[src/rtl/tsc_pkg.sv]
// Shared register map and constants for the timestamp clock.
package tsc_pkg;
    localparam int ADDR_W = 3;
    localparam int WORD_W = 32;
    localparam int CTL_BIT = 31;
    localparam logic [WORD_W-1:0] NS_PER_SEC = 32'd1_000_000_000;

    typedef enum logic [ADDR_W-1:0] {
        A_SEC_HI = 3'd0,
        A_SEC_LO = 3'd1,
        A_NSEC   = 3'd2,
        A_STEP   = 3'd3,
        A_CAP_HI = 3'd4,
        A_CAP_LO = 3'd5,
        A_CAP_NS = 3'd6
    } reg_addr_e;
endpackage

[src/rtl/tsc_regs.sv]
// Write decode: stages seconds words, raises the load strobe on the
// nanoseconds write and holds the step/enable register.
// Assumes FRAC_W + MANT_W <= 31.
module tsc_regs
    import tsc_pkg::*;
#(
    parameter int SEC_W  = 48,
    parameter int FRAC_W = 20,
    parameter int MANT_W = 10,
    localparam int HI_W  = SEC_W - WORD_W
) (
    input  logic              clk,
    input  logic              rst_n,
    input  logic              wr_en,
    input  logic [ADDR_W-1:0] wr_addr,
    input  logic [WORD_W-1:0] wr_data,
    output logic [HI_W-1:0]   stage_hi,
    output logic [WORD_W-1:0] stage_lo,
    output logic              load_req,
    output logic              run_en,
    output logic [MANT_W-1:0] step_mant,
    output logic [FRAC_W-1:0] step_frac,
    output logic [WORD_W-1:0] step_word
);
    // Load strobe is the nanoseconds write itself
    assign load_req = wr_en && (wr_addr == A_NSEC);

    // Staging and step registers
    always_ff @(posedge clk) begin
        if (!rst_n) begin
            stage_hi  <= '0;
            stage_lo  <= '0;
            run_en    <= 1'b0;
            step_mant <= '0;
            step_frac <= '0;
        end else if (wr_en) begin
            if (wr_addr == A_SEC_HI) stage_hi <= wr_data[HI_W-1:0];
            if (wr_addr == A_SEC_LO) stage_lo <= wr_data;
            if (wr_addr == A_STEP) begin
                run_en    <= wr_data[CTL_BIT];
                step_mant <= wr_data[FRAC_W +: MANT_W];
                step_frac <= wr_data[FRAC_W-1:0];
            end
        end
    end

    // Readback image of the step register
    always_comb begin
        step_word = '0;
        step_word[FRAC_W-1:0] = step_frac;
        step_word[FRAC_W +: MANT_W] = step_mant;
        step_word[CTL_BIT] = run_en;
    end
endmodule

[src/rtl/tsc_count.sv]
// Running time: fraction accumulator, nanoseconds with rollover at one
// billion, and the seconds count. A load overrides counting.
module tsc_count
    import tsc_pkg::*;
#(
    parameter int SEC_W  = 48,
    parameter int FRAC_W = 20,
    parameter int MANT_W = 10
) (
    input  logic              clk,
    input  logic              rst_n,
    input  logic              load_req,
    input  logic [SEC_W-1:0]  load_sec,
    input  logic [WORD_W-1:0] load_ns,
    input  logic              run_en,
    input  logic [MANT_W-1:0] step_mant,
    input  logic [FRAC_W-1:0] step_frac,
    output logic [SEC_W-1:0]  sec_q,
    output logic [WORD_W-1:0] ns_q
);
    logic [FRAC_W-1:0] frac_q;
    logic [FRAC_W-1:0] frac_nx;
    logic              carry;
    logic [WORD_W-1:0] ns_sum;
    logic              wrap;

    // Next-step arithmetic
    always_comb begin
        {carry, frac_nx} = {1'b0, frac_q} + {1'b0, step_frac};
        ns_sum = ns_q + WORD_W'(step_mant) + WORD_W'(carry);
        wrap   = (ns_sum >= NS_PER_SEC);
    end

    // Time state update
    always_ff @(posedge clk) begin
        if (!rst_n) begin
            sec_q  <= '0;
            ns_q   <= '0;
            frac_q <= '0;
        end else if (load_req) begin
            sec_q  <= load_sec;
            ns_q   <= (load_ns >= NS_PER_SEC) ? '0 : load_ns;
            frac_q <= '0;
        end else if (run_en) begin
            frac_q <= frac_nx;
            if (wrap) begin
                ns_q  <= ns_sum - NS_PER_SEC;
                sec_q <= sec_q + SEC_W'(1);
            end else begin
                ns_q  <= ns_sum;
            end
        end
    end
endmodule

[src/rtl/tsc_snap.sv]
// Capture unit: freezes seconds and nanoseconds on an accepted request and
// holds a self-clearing pending flag for CAPT_LAT cycles.
module tsc_snap
    import tsc_pkg::*;
#(
    parameter int SEC_W    = 48,
    parameter int CAPT_LAT = 3,
    localparam int CNT_W   = $clog2(CAPT_LAT + 1)
) (
    input  logic              clk,
    input  logic              rst_n,
    input  logic              start_req,
    input  logic [SEC_W-1:0]  sec_in,
    input  logic [WORD_W-1:0] ns_in,
    output logic              pending,
    output logic [SEC_W-1:0]  cap_sec,
    output logic [WORD_W-1:0] cap_ns
);
    logic [CNT_W-1:0] cnt_q;

    assign pending = (cnt_q != '0);

    // Snapshot registers and settle counter
    always_ff @(posedge clk) begin
        if (!rst_n) begin
            cnt_q   <= '0;
            cap_sec <= '0;
            cap_ns  <= '0;
        end else if (start_req && !pending) begin
            cnt_q   <= CNT_W'(CAPT_LAT);
            cap_sec <= sec_in;
            cap_ns  <= ns_in;
        end else if (pending) begin
            cnt_q   <= cnt_q - CNT_W'(1);
        end
    end
endmodule

[src/rtl/tsc_timer.sv]
// Top of the timestamp clock: ties the register decode, time counter and
// capture unit together and drives the combinational read mux.
module tsc_timer
    import tsc_pkg::*;
#(
    parameter int SEC_W    = 48,
    parameter int FRAC_W   = 20,
    parameter int MANT_W   = 10,
    parameter int CAPT_LAT = 3,
    localparam int HI_W    = SEC_W - WORD_W
) (
    input  logic        clk,
    input  logic        rst_n,
    input  logic        wr_en,
    input  logic [2:0]  wr_addr,
    input  logic [31:0] wr_data,
    input  logic [2:0]  rd_addr,
    output logic [31:0] rd_data
);
    logic [HI_W-1:0]   stage_hi;
    logic [WORD_W-1:0] stage_lo;
    logic              load_req;
    logic              run_en;
    logic [MANT_W-1:0] step_mant;
    logic [FRAC_W-1:0] step_frac;
    logic [WORD_W-1:0] step_word;
    logic [SEC_W-1:0]  sec_now;
    logic [WORD_W-1:0] ns_now;
    logic              cap_start;
    logic              cap_pending;
    logic [SEC_W-1:0]  cap_sec;
    logic [WORD_W-1:0] cap_ns;

    tsc_regs #(.SEC_W(SEC_W), .FRAC_W(FRAC_W), .MANT_W(MANT_W)) u_regs (
        .clk(clk), .rst_n(rst_n), .wr_en(wr_en), .wr_addr(wr_addr),
        .wr_data(wr_data), .stage_hi(stage_hi), .stage_lo(stage_lo),
        .load_req(load_req), .run_en(run_en), .step_mant(step_mant),
        .step_frac(step_frac), .step_word(step_word)
    );

    tsc_count #(.SEC_W(SEC_W), .FRAC_W(FRAC_W), .MANT_W(MANT_W)) u_count (
        .clk(clk), .rst_n(rst_n), .load_req(load_req),
        .load_sec({stage_hi, stage_lo}), .load_ns(wr_data), .run_en(run_en),
        .step_mant(step_mant), .step_frac(step_frac),
        .sec_q(sec_now), .ns_q(ns_now)
    );

    assign cap_start = wr_en && (wr_addr == A_CAP_HI) && wr_data[CTL_BIT];

    tsc_snap #(.SEC_W(SEC_W), .CAPT_LAT(CAPT_LAT)) u_snap (
        .clk(clk), .rst_n(rst_n), .start_req(cap_start), .sec_in(sec_now),
        .ns_in(ns_now), .pending(cap_pending), .cap_sec(cap_sec), .cap_ns(cap_ns)
    );

    // Read mux over staged, step and captured words
    always_comb begin
        rd_data = '0;
        case (rd_addr)
            A_SEC_HI: rd_data[HI_W-1:0] = stage_hi;
            A_SEC_LO: rd_data = stage_lo;
            A_STEP:   rd_data = step_word;
            A_CAP_HI: begin
                rd_data[HI_W-1:0] = cap_sec[SEC_W-1:WORD_W];
                rd_data[CTL_BIT]  = cap_pending;
            end
            A_CAP_LO: rd_data = cap_sec[WORD_W-1:0];
            A_CAP_NS: rd_data = cap_ns;
            default:  rd_data = '0;
        endcase
    end
endmodule

[config.mk]
export PLATFORM = sky130hd
export DESIGN_NAME = tsc_timer
export DESIGN_NICKNAME = d
export VERILOG_FILES = /design/src/rtl/tsc_pkg.sv /design/src/rtl/tsc_regs.sv /design/src/rtl/tsc_count.sv /design/src/rtl/tsc_snap.sv /design/src/rtl/tsc_timer.sv
export SDC_FILE = /design/constraint.sdc
export NUM_CORES = 1
export LEC_CHECK = 0
export BUFFER_PORTS_ARGS = -buffer_cell sky130_fd_sc_hd__buf_2
export CAP_MARGIN = 20
export CORE_AREA = 2 2 163 165
export CTS_CLUSTER_DIAMETER = 150
export DETAILED_ROUTE_END_ITERATION = 10
export DIE_AREA = 0 0 165 167
export MAX_ROUTING_LAYER = met4
export PLACE_DENSITY = 0.72
export SYNTH_ARGS = -nofsm -noshare
export SYNTH_HDL_FRONTEND = slang
export SYNTH_SLANG_ARGS = --single-unit
[constraint.sdc]
create_clock -name clk -period 13.8 [get_ports clk]
set_input_delay 2.07 -clock clk [delete_from_list [all_inputs] [get_ports clk]]
set_output_delay 2.07 -clock clk [all_outputs]
set_load 0.01 [all_outputs]
* Word-level counts from Yosys, hierarchy flattened *
Cells that the tools add are included.

operators by class
  add/subtract/negate cells = 6
  $lt $le $gt $ge = 2
  equality and inequality tests = 9
  mux-type cells = 12
  bitwise gates (word level) = 1
  reduce and logical (&&, ||, !) cells = 16

operators by type and width
  cell                      number
  $mux W48                  3
  $mux W32                  4
  $pmux W16 S6              1
  $ge A32 B30 Y1 const B    2
  $pmux W15 S4              1
  $add A48 B1 Y48 const B   1
  $add A32 B1 Y32           1
  $add A32 B10 Y32          1
  $sub A32 B30 Y32 const B  1
  $add A20 B20 Y21          1
  $eq A3 B3 Y1 const B      4
  $eq A3 B2 Y1 const B      3
  $reduce_and A2 Y1         4
  $reduce_bool A2 Y1        4
  $eq A3 B1 Y1 const B      2
  $logic_not A3 Y1          2
  $pmux W1 S5               1
  $logic_and A1 B1 Y1       4
  $mux W2                   2
  $reduce_or A2 Y1          1
  $sub A2 B1 Y2 const B     1
  $logic_not A1 Y1          1
  $not A1 Y1                1

word-level totals
  bits in registers = 261
  input port bits = 41
  output and inout bits = 32
  logic and storage cells = 57

* Longest topological paths before layout *
Gate-level depths: netlist of run 1.

  depth after elaboration = 6
  mapped depth = 32
  depth with buffers taken out = 32

* Hierarchy *
A second synthesis of run 1 with hierarchy kept.

second synthesis, totals
  cell total of the unflattened synthesis = 1911
  area total of the unflattened synthesis = 16452.0 um2

modules (own cells, without submodules)
  module     instances  cells each  area an instance (um2)  sequential area each (um2)
  tsc_count  1          1026        8212.9                  2001.9
  tsc_snap   1          378         3673.5                  1641.6
  tsc_regs   1          327         3225.6                  1581.5
  tsc_timer  1          180         1340.0                  0.0

* Worst setup path before layout of run 1 *
No wires, ideal clock.

  path type = register to register
  from = register u_regs.step_frac[0]
  to = register u_count.ns_q[25]
  setup time = 0.125 ns
  arrival = 6.151 ns
  data required time = 13.675 ns
  path slack = 7.524 ns
  stages on the path, launching flop included = 32
  path buffers = 0
  clock period less this slack = 6.276 ns
  cells stage by stage = dfxtp_1 -> ha_1 -> fa_1 -> a21o_1 -> a21oi_1 -> o21bai_1 -> a21oi_1 -> o21ai_0 -> a21oi_1 -> o21ai_0 -> a21oi_1 -> nor3_1 -> a2111oi_0 -> nor2_1 -> a211oi_1 -> fa_1 -> fa_1 -> nand2b_1 -> a21oi_1 -> o21ba_1 -> o21a_1 -> o31ai_1 -> ha_1 -> inv_1 -> a2111oi_0 -> nor3_1 -> o21a_1 -> o32ai_2 -> a21oi_1 -> o21ai_0 -> mux2i_1 -> nor2_1

between the ends
  word-level cells in the longest chain between the ends = 6
  elaborated cells on any way between the ends = 7
  those cells by class = add/sub: 3; order compare: 1; mux: 3

ends and longest elaborated chain
  element                                             line                              source
  start: declaration                                  tsc_regs.sv:22                    output logic [FRAC_W-1:0] step_frac,
  start signal: assignment                            tsc_regs.sv:42                    step_frac <= wr_data[FRAC_W-1:0];
  $add A20 B20 Y21 *                                  tsc_count.sv:29                   {carry, frac_nx} = {1'b0, frac_q} + {1'b0, step_frac};
  $add A32 B1 Y32 *                                   tsc_count.sv:30                   ns_sum = ns_q + WORD_W'(step_mant) + WORD_W'(carry);
  $sub A32 B30 Y32 or $ge A32 B30 Y1 (tied branches)  tsc_count.sv:47, tsc_count.sv:31
  $mux W32 *                                          tsc_count.sv:46                   if (wrap) begin
  $mux W32 *                                          tsc_count.sv:44                   end else if (run_en) begin
  $mux W32 *                                          tsc_count.sv:40                   end else if (load_req) begin
  end signal: assignment                              tsc_count.sv:42                   ns_q <= (load_ns >= NS_PER_SEC) ? '0 : load_ns;
  end signal: assignment                              tsc_count.sv:47                   ns_q <= ns_sum - NS_PER_SEC;
  end signal: assignment                              tsc_count.sv:50                   ns_q <= ns_sum;
  end: declaration                                    tsc_count.sv:19                   output logic [WORD_W-1:0] ns_q

Mark *: on every way between the ends. The rest lies on a longest branch, timed or not. The select of a mux whose other input is x is not followed.
A chain may end at the register's enable or synchronous reset.

* Worst setup path after layout of run 1 *
  from = register u_regs.step_frac[0]
  to = register u_count.sec_q[3]

between the ends
  word-level cells in the longest chain between the ends = 5

ends and longest elaborated chain
  element                              line             source
  $add A20 B20 Y21                     tsc_count.sv:29
  $add A32 B1 Y32                      tsc_count.sv:30
  $ge A32 B30 Y1                       tsc_count.sv:31  wrap = (ns_sum >= NS_PER_SEC);
  $reduce_bool A2 Y1 (no source line)  n/a
  $reduce_and A2 Y1 (no source line)   n/a
  end signal: assignment               tsc_count.sv:41  sec_q <= load_sec;
  end signal: assignment               tsc_count.sv:48  sec_q <= sec_q + SEC_W'(1);
  end: declaration                     tsc_count.sv:18  output logic [SEC_W-1:0] sec_q,

Every way passes these cells.

==> results of run 1 <==
==> Yosys cell counts (7+ instances only) <==
cell        n  area share [%]
nand3_1    47             1.7
ha_1       32             2.9
buf_2      12            0.43
nand4_1     9            0.40
o21ai_0    82             2.9
or3_1      16            0.72
a211oi_1    7            0.38
nor3_1     15            0.54
nor2_1     95             2.6
and2_1     13            0.58
nand2b_1   16            0.72
clkbuf_1  105             2.8
dfxtp_1   261              37
a31oi_1     8            0.36
a21boi_0  124             6.7
xnor2_1    63             4.0
a22oi_1    78             4.2
o21a_1     10            0.54
a21o_1     15            0.81
nand2_1   408              11
xor2_1     35             2.2
mux2i_1    24             1.7
o211ai_1    7            0.38
and3_1     21            0.94
inv_1      29            0.78
a21oi_1   133             4.8
nor2b_1     7            0.31
==> worst max-delay path, stage by stage, from the launching register on <==
cell       delay (ns)
dfxtp_1          0.32
ha_1             0.23
fa_1             0.42
a21o_1           0.18
a21oi_1          0.24
o21bai_1         0.10
a21oi_1          0.21
o21ai_0          0.17
a21oi_1          0.21
o21ai_0          0.11
a21oi_1          0.18
nor3_1           0.09
a2111oi_0        0.70
nor2_1           0.12
a211oi_1         0.40
fa_1             0.30
nor2b_1          0.08
o31ai_2          0.36
o21a_1           0.23
a21oi_1          0.31
o41ai_1          0.51
a32oi_1          0.16
o31ai_1          0.30
and2b_1          0.24
or3_1            0.59
nand2_1          0.27
or3_1            0.42
a311oi_1         0.25
==> flip-flops by register name, summed over array words and instances, names as in the netlist, 10 cells and up <==
signal / cells
u_count.sec_q: 48
u_snap.cap_ns: 32
u_regs.stage_hi: 16
u_count.ns_q: 32
u_regs.step_mant: 10
u_count.frac_q: 20
u_regs.step_frac: 20
u_snap.cap_sec: 48
u_regs.stage_lo: 32
==> kinds of logic after synthesis <==
kind of cell	count (synthesis)	synth area share (%)
AO/OA/AOI/OAI	530	25.35
XOR/XNOR	98	6.157
adder cells (fa/ha/maj)	35	3.303
buffers and inverters	153	4.308
flip-flops	261	37.48
multiplexers	25	1.804
AND/OR/NAND/NOR	683	21.59
==> per-stage QoR <==
| step | cells | hold slack, ns |
|---|---|---|
| after floorplan | 1785 | 0.4431 |
| after global placement | 2087 | 0.4526 |
| after detailed placement | 2087 | 0.4600 |
| after CTS | 2138 | 0.4682 |
| after global routing | 2138 | 0.4880 |
| final | 2138 | 0.4696 |
==> area by class of cell <==
class | instances | area [µm²]
fill | 2327 | 10380
inverter | 30 | 112.6
sequential | 261 | 5226
multi-input combinational | 1371 | 8164
clock inverter | 9 | 160.2
clock buffer | 42 | 803.3
timing repair buffer | 90 | 498.0
tap | 335 | 419.2
==> metal layers <==
| metal | global-route usage [%] | up-vias | share of wire [%] |
|---|---|---|---|
| met1 | 44.89 | 6121 | 44 |
| met5 | - | - | 0 |
| met4 | 10.93 | 0 | 3.4 |
| met2 | 48.17 | 522 | 44 |
| li1 | - | 6212 | - |
| met3 | 5.181 | 94 | 8.6 |
==> path summary, 6_finish.rpt <==
check,start,to,slack (ns)
max,u_regs.step_frac[0],u_count.sec_q[3],5.98
min,u_snap.cap_ns[2],u_snap.cap_ns[2],0.47
max reg2reg,u_regs.step_frac[0],u_count.sec_q[3],5.98
min reg2reg,u_snap.cap_ns[2],u_snap.cap_ns[2],0.47
==> report_power, final <==
group / leakage, nW / internal, mW / switching [mW]
sequential: 2.11 / 0.770 / 0.0183
clock: 0.471 / 0.476 / 0.313
combinational: 2.94 / 0.0428 / 0.0818
total: 5.53 / 1.29 / 0.413
==> results.cfg, run 1 <==
[run_status]
run_status = finished, final reports clean

[place]
placed_area_um2 = 14420
dp_hpwl_um = 29940
dp_slack_ns = 6.131
finalWeightedCongestion = 0.9102
numPortBuffers = 72

[sta]
clock_skew_ns = 0.02108
min_period_ns = 7.818
final.setup.tns_ns = 0
max_freq_mhz = 127.9
finalWorstSetupSlack_ns = 5.982
setup_viol_count_final = 0
period_utilization_pct = 56.65
relSlewSlack_pct = 27.80
rsz0062_at_grt = no
timing_max_transition_violations_final = 0
final-hold-violation-count = 0
max_slew.worst_pin.slew_ns = 1.083

[logic_synthesis]
syn-num-nets = 1861
syn_area_um2 = 13940
synth_flop_cell = dfxtp_1
synthDistinctLibCells = 77
synth_sequential_area_ratio_pct = 37.48
async_set_reset_flop_share_out_of_synthesis_pct = 0
synth.yosys.warnings = 0
synth_enable_flop_cells = 0
ys_ff_latch = 261
post_synth_inst_count = 1785
postSynthAreaPerCell_um2 = 7.810

[power]
power.leakage_nw = 5.525
fin_total_pwr_mw = 1.702
power_density_nw_per_um2 = 110.6
worst_ir_drop_vdd_mv = 0.1059

[global_routing]
largest_net_degree_at_the_start_of_global_routing = 105
grt_pass1_wl_um = 68450
grt_pass1_vias = 12155
grt_util_overall_pct = 32.46
antenna_found_initial = 0
globalRoute.totalOverflow = 0

[clocking]
deepest_level_of_the_cts_h_tree = 1
worst_setup_hold_path_clk_slew_ns = 0.06
cts_buffer_depth = 3
clk-insertion-delay-late_ns = 0.55
clkSinkCount = 261
tritoncts = done
post_cts_hold_buffer_count = 0
cts.repair.resized = 0
postCtsSetupRepairBufs = 0
cts-root-buf = clkbuf_16
cts_inserted_buffers = 28

[finish]
final_nets = 1858
mostFrequentLayoutCells = nand2_1 (407), dfxtp_1 (260), a21oi_1 (133), a21boi_0 (124), nor2_1 (93)
share_of_post_route_cells_with_drive_strength_above_1_pct = 9.207
postLayoutCellArea_um2 = 15380
insertedDiodeCount = 0
final_core_util_pct = 59.71
mostFrequentLayoutCell = nand2_1
synthesis_to_layout_area_growth_pct = 10.35

[die]
rows = 59
horizontal_extent_of_the_die_um = 165
die_height_um = 167
floorplan.die_area_um2 = 27560
start_util_pct = 54.11
area_of_the_core_region_um2 = 25760
io_pins = 73

[routing]
vias = 12949
routedWlPerCell_um = 20.46
drtPass1Iterations = 6
vias_per_cell = 6.057
route.detailed.drc = 0
drt-total-wl_um = 43750
drtAntennaViolNets = 0
drt_iter0_markers = 1365

[min_path]
timing.hold.worst_path_depth = 2
holdCritPathClass = reg2reg

[flow_run]
drv.max_cap_violation_count = 0

[setup_path]
r2r_cells = 27
worst_setup_path_end_kind = flip-flop
worst-path-max-fanout = 14
cp_data_arrival_time_ns = 8.27
critical_path.startpoint_type = flip-flop
criticalPathCategory = reg2reg
cp.required_ns = 14.25
No activity file was read; power rests on OpenSTA's default activity.
==> inputs of run 2 (changes only) <==
--- a/config.mk
+++ b/config.mk
@@ -12,7 +12,7 @@
 export DETAILED_ROUTE_END_ITERATION = 10
 export DIE_AREA = 0 0 165 167
 export MAX_ROUTING_LAYER = met4
-export PLACE_DENSITY = 0.72
+export PLACE_DENSITY = 0.75
 export SYNTH_ARGS = -nofsm -noshare
 export SYNTH_HDL_FRONTEND = slang
 export SYNTH_SLANG_ARGS = --single-unit
==> constraint.sdc (replaced) <==
create_clock -name clk -period 7.1 [get_ports clk]
set_input_delay 1.065 -clock clk [delete_from_list [all_inputs] [get_ports clk]]
set_output_delay 1.065 -clock clk [all_outputs]
set_load 0.01 [all_outputs]
==> results.cfg, run 2 (synthesis results as in run 1) <==
[run_status]
run_status = finished, final reports clean

[global_routing]
grt_pass1_wl_um = 70370
antenna_found_initial = 0
globalRoute.totalOverflow = 0
grt_pass1_vias = 12295
grt_util_overall_pct = 33.45
largest_net_degree_at_the_start_of_global_routing = 101

[power]
fin_total_pwr_mw = 3.186
switching_share_pct = 25.08
power_density_nw_per_um2 = 204.5
net-switching-power_mw = 0.7989
pwr-share-comb_pct = 7.8
worst_ir_drop_vdd_mv = 0.1881
power_frac_clock_pct = 44.0
cellInternalPower_mw = 2.387
pwr-share-seq_pct = 48.1
power.leakage_nw = 5.586

[sta]
setup_viol_count_final = 0
clock_skew_ns = 0.03125
period_utilization_pct = 94.46
timing_max_transition_violations_final = 0
relSlewSlack_pct = 30.37
max_freq_mhz = 149.1
min_period_ns = 6.707
final-hold-violation-count = 0
max_slew.worst_pin.slew_ns = 1.044
fin_worst_hold_slack_ns = 0.4655

[finish]
insertedDiodeCount = 0
postLayoutCellArea_um2 = 15570
final_core_util_pct = 60.45
final_nets = 1875
share_of_post_route_cells_with_drive_strength_above_1_pct = 11.18
synthesis_to_layout_area_growth_pct = 11.72
reg.largest.list = u_count.sec_q x48, u_snap.cap_sec x48
final-instance-count-excl-fill = 2151
mostFrequentLayoutCells = nand2_1 (406), dfxtp_1 (260), a21oi_1 (132), a21boi_0 (123), nor2_1 (93)
mostFrequentLayoutCell = nand2_1

[setup_path]
cp_data_arrival_time_ns = 7.13
criticalPathCategory = reg2reg
slowest_delay_ns = 0.41
worst_path_max_delay_cell = fa_1
cp.required_ns = 7.52
critical_path.startpoint_type = flip-flop
cpMostUsedCell = a21oi_1
worst_setup_path_end_kind = flip-flop
worst-path-max-fanout = 22

[clocking]
deepest_level_of_the_cts_h_tree = 1
cts_buffer_depth = 3
cts_inserted_buffers = 28
tritoncts = done
cts-root-buf = clkbuf_16
clk-insertion-delay-late_ns = 0.56
clkSinkCount = 261
worst_setup_hold_path_clk_slew_ns = 0.06

[place]
dp_hpwl_um = 30710
post-place-cells = 2101
placed_area_um2 = 14550
finalWeightedCongestion = 0.9574
numPortBuffers = 72

[routing]
vias_per_cell = 6.161
route.detailed.drc = 0
routedWlPerCell_um = 21.13
drt_iter0_markers = 1483
drtPass1Iterations = 6
drtAntennaViolNets = 0
vias = 13253
drt-total-wl_um = 45460

[die]
floorplan.die_area_um2 = 27560
horizontal_extent_of_the_die_um = 165
rows = 59
die_height_um = 167
io_pins = 73
area_of_the_core_region_um2 = 25760
start_util_pct = 54.11

[flow_run]
drv.max_cap_violation_count = 0

[min_path]
holdCritPathClass = reg2reg
run 2: final timing paths:
path / startpoint / endpoint / slack, ns / cells past startpoint
hold / removal: u_snap.cap_ns[19] / u_snap.cap_ns[19] / 0.47 / 2
setup reg to reg: u_regs.step_frac[0] / u_count.ns_q[20] / 0.39 / 31
hold reg to reg: u_snap.cap_ns[19] / u_snap.cap_ns[19] / 0.47 / 2
setup / recovery: u_regs.step_frac[0] / u_count.ns_q[20] / 0.39 / 31
run 2: power by group through the flow:
stage | logic, mW | clock network [mW] | registers [mW]
final | 0.250 | 1.40 | 1.53
after global placement | 0.235 | 0 | 1.56
after global routing | 0.269 | 1.47 | 1.54
after floorplan | 0.160 | 0 | 1.55
after CTS | 0.243 | 1.41 | 1.53
after detailed placement | 0.241 | 0 | 1.56
run 2: what timing repair did:
action,CTS,global route
gates resized for setup,2,26
pin swaps,0,4
hold buffers,0,0
endpoints found under the setup margin,2,70
buffers inserted,0,3
run 2: worst max-delay path, delay by kind of cell (launching register included):
kind / cells / cell delay [ns]
buffers and inverters: 2 / 0.36
AOI/OAI and AO/OA: 19 / 4.15
DFF: 1 / 0.33
adders and majority gates: 4 / 1.13
xor gates and xnor gates: 1 / 0.13
and+or+nand+nor: 5 / 0.46
run 2: routing by layer:
| layer | GRT usage (%) | up-vias | part of all wire [%] |
|---|---|---|---|
| li1 | - | 6250 | - |
| met1 | 46.61 | 6382 | 43 |
| met2 | 50.20 | 526 | 45 |
| met3 | 4.508 | 95 | 8.5 |
| met4 | 10.59 | 0 | 3.0 |
| met5 | - | - | 0 |
run 2: layout make-up:
cell class | count | area (µm²)
multi-input cells | 1371 | 8303
inverters | 30 | 112.6
well taps | 335 | 419.2
fillers | 2347 | 10190
repair buffers | 107 | 638.1
flip-flops and latches | 261 | 5226
clock buffers | 42 | 833.3
clock inverters | 5 | 42.54
run 2: through the flow:
step / setup slack (ns) / TNS, ns
after floorplan: 0.8239 / 0
after global placement: 0.09571 / 0
after detailed placement: 0.01908 / 0
after CTS: 0.002011 / 0
after global routing: -0.01513 / -0.02328
final: 0.3934 / 0
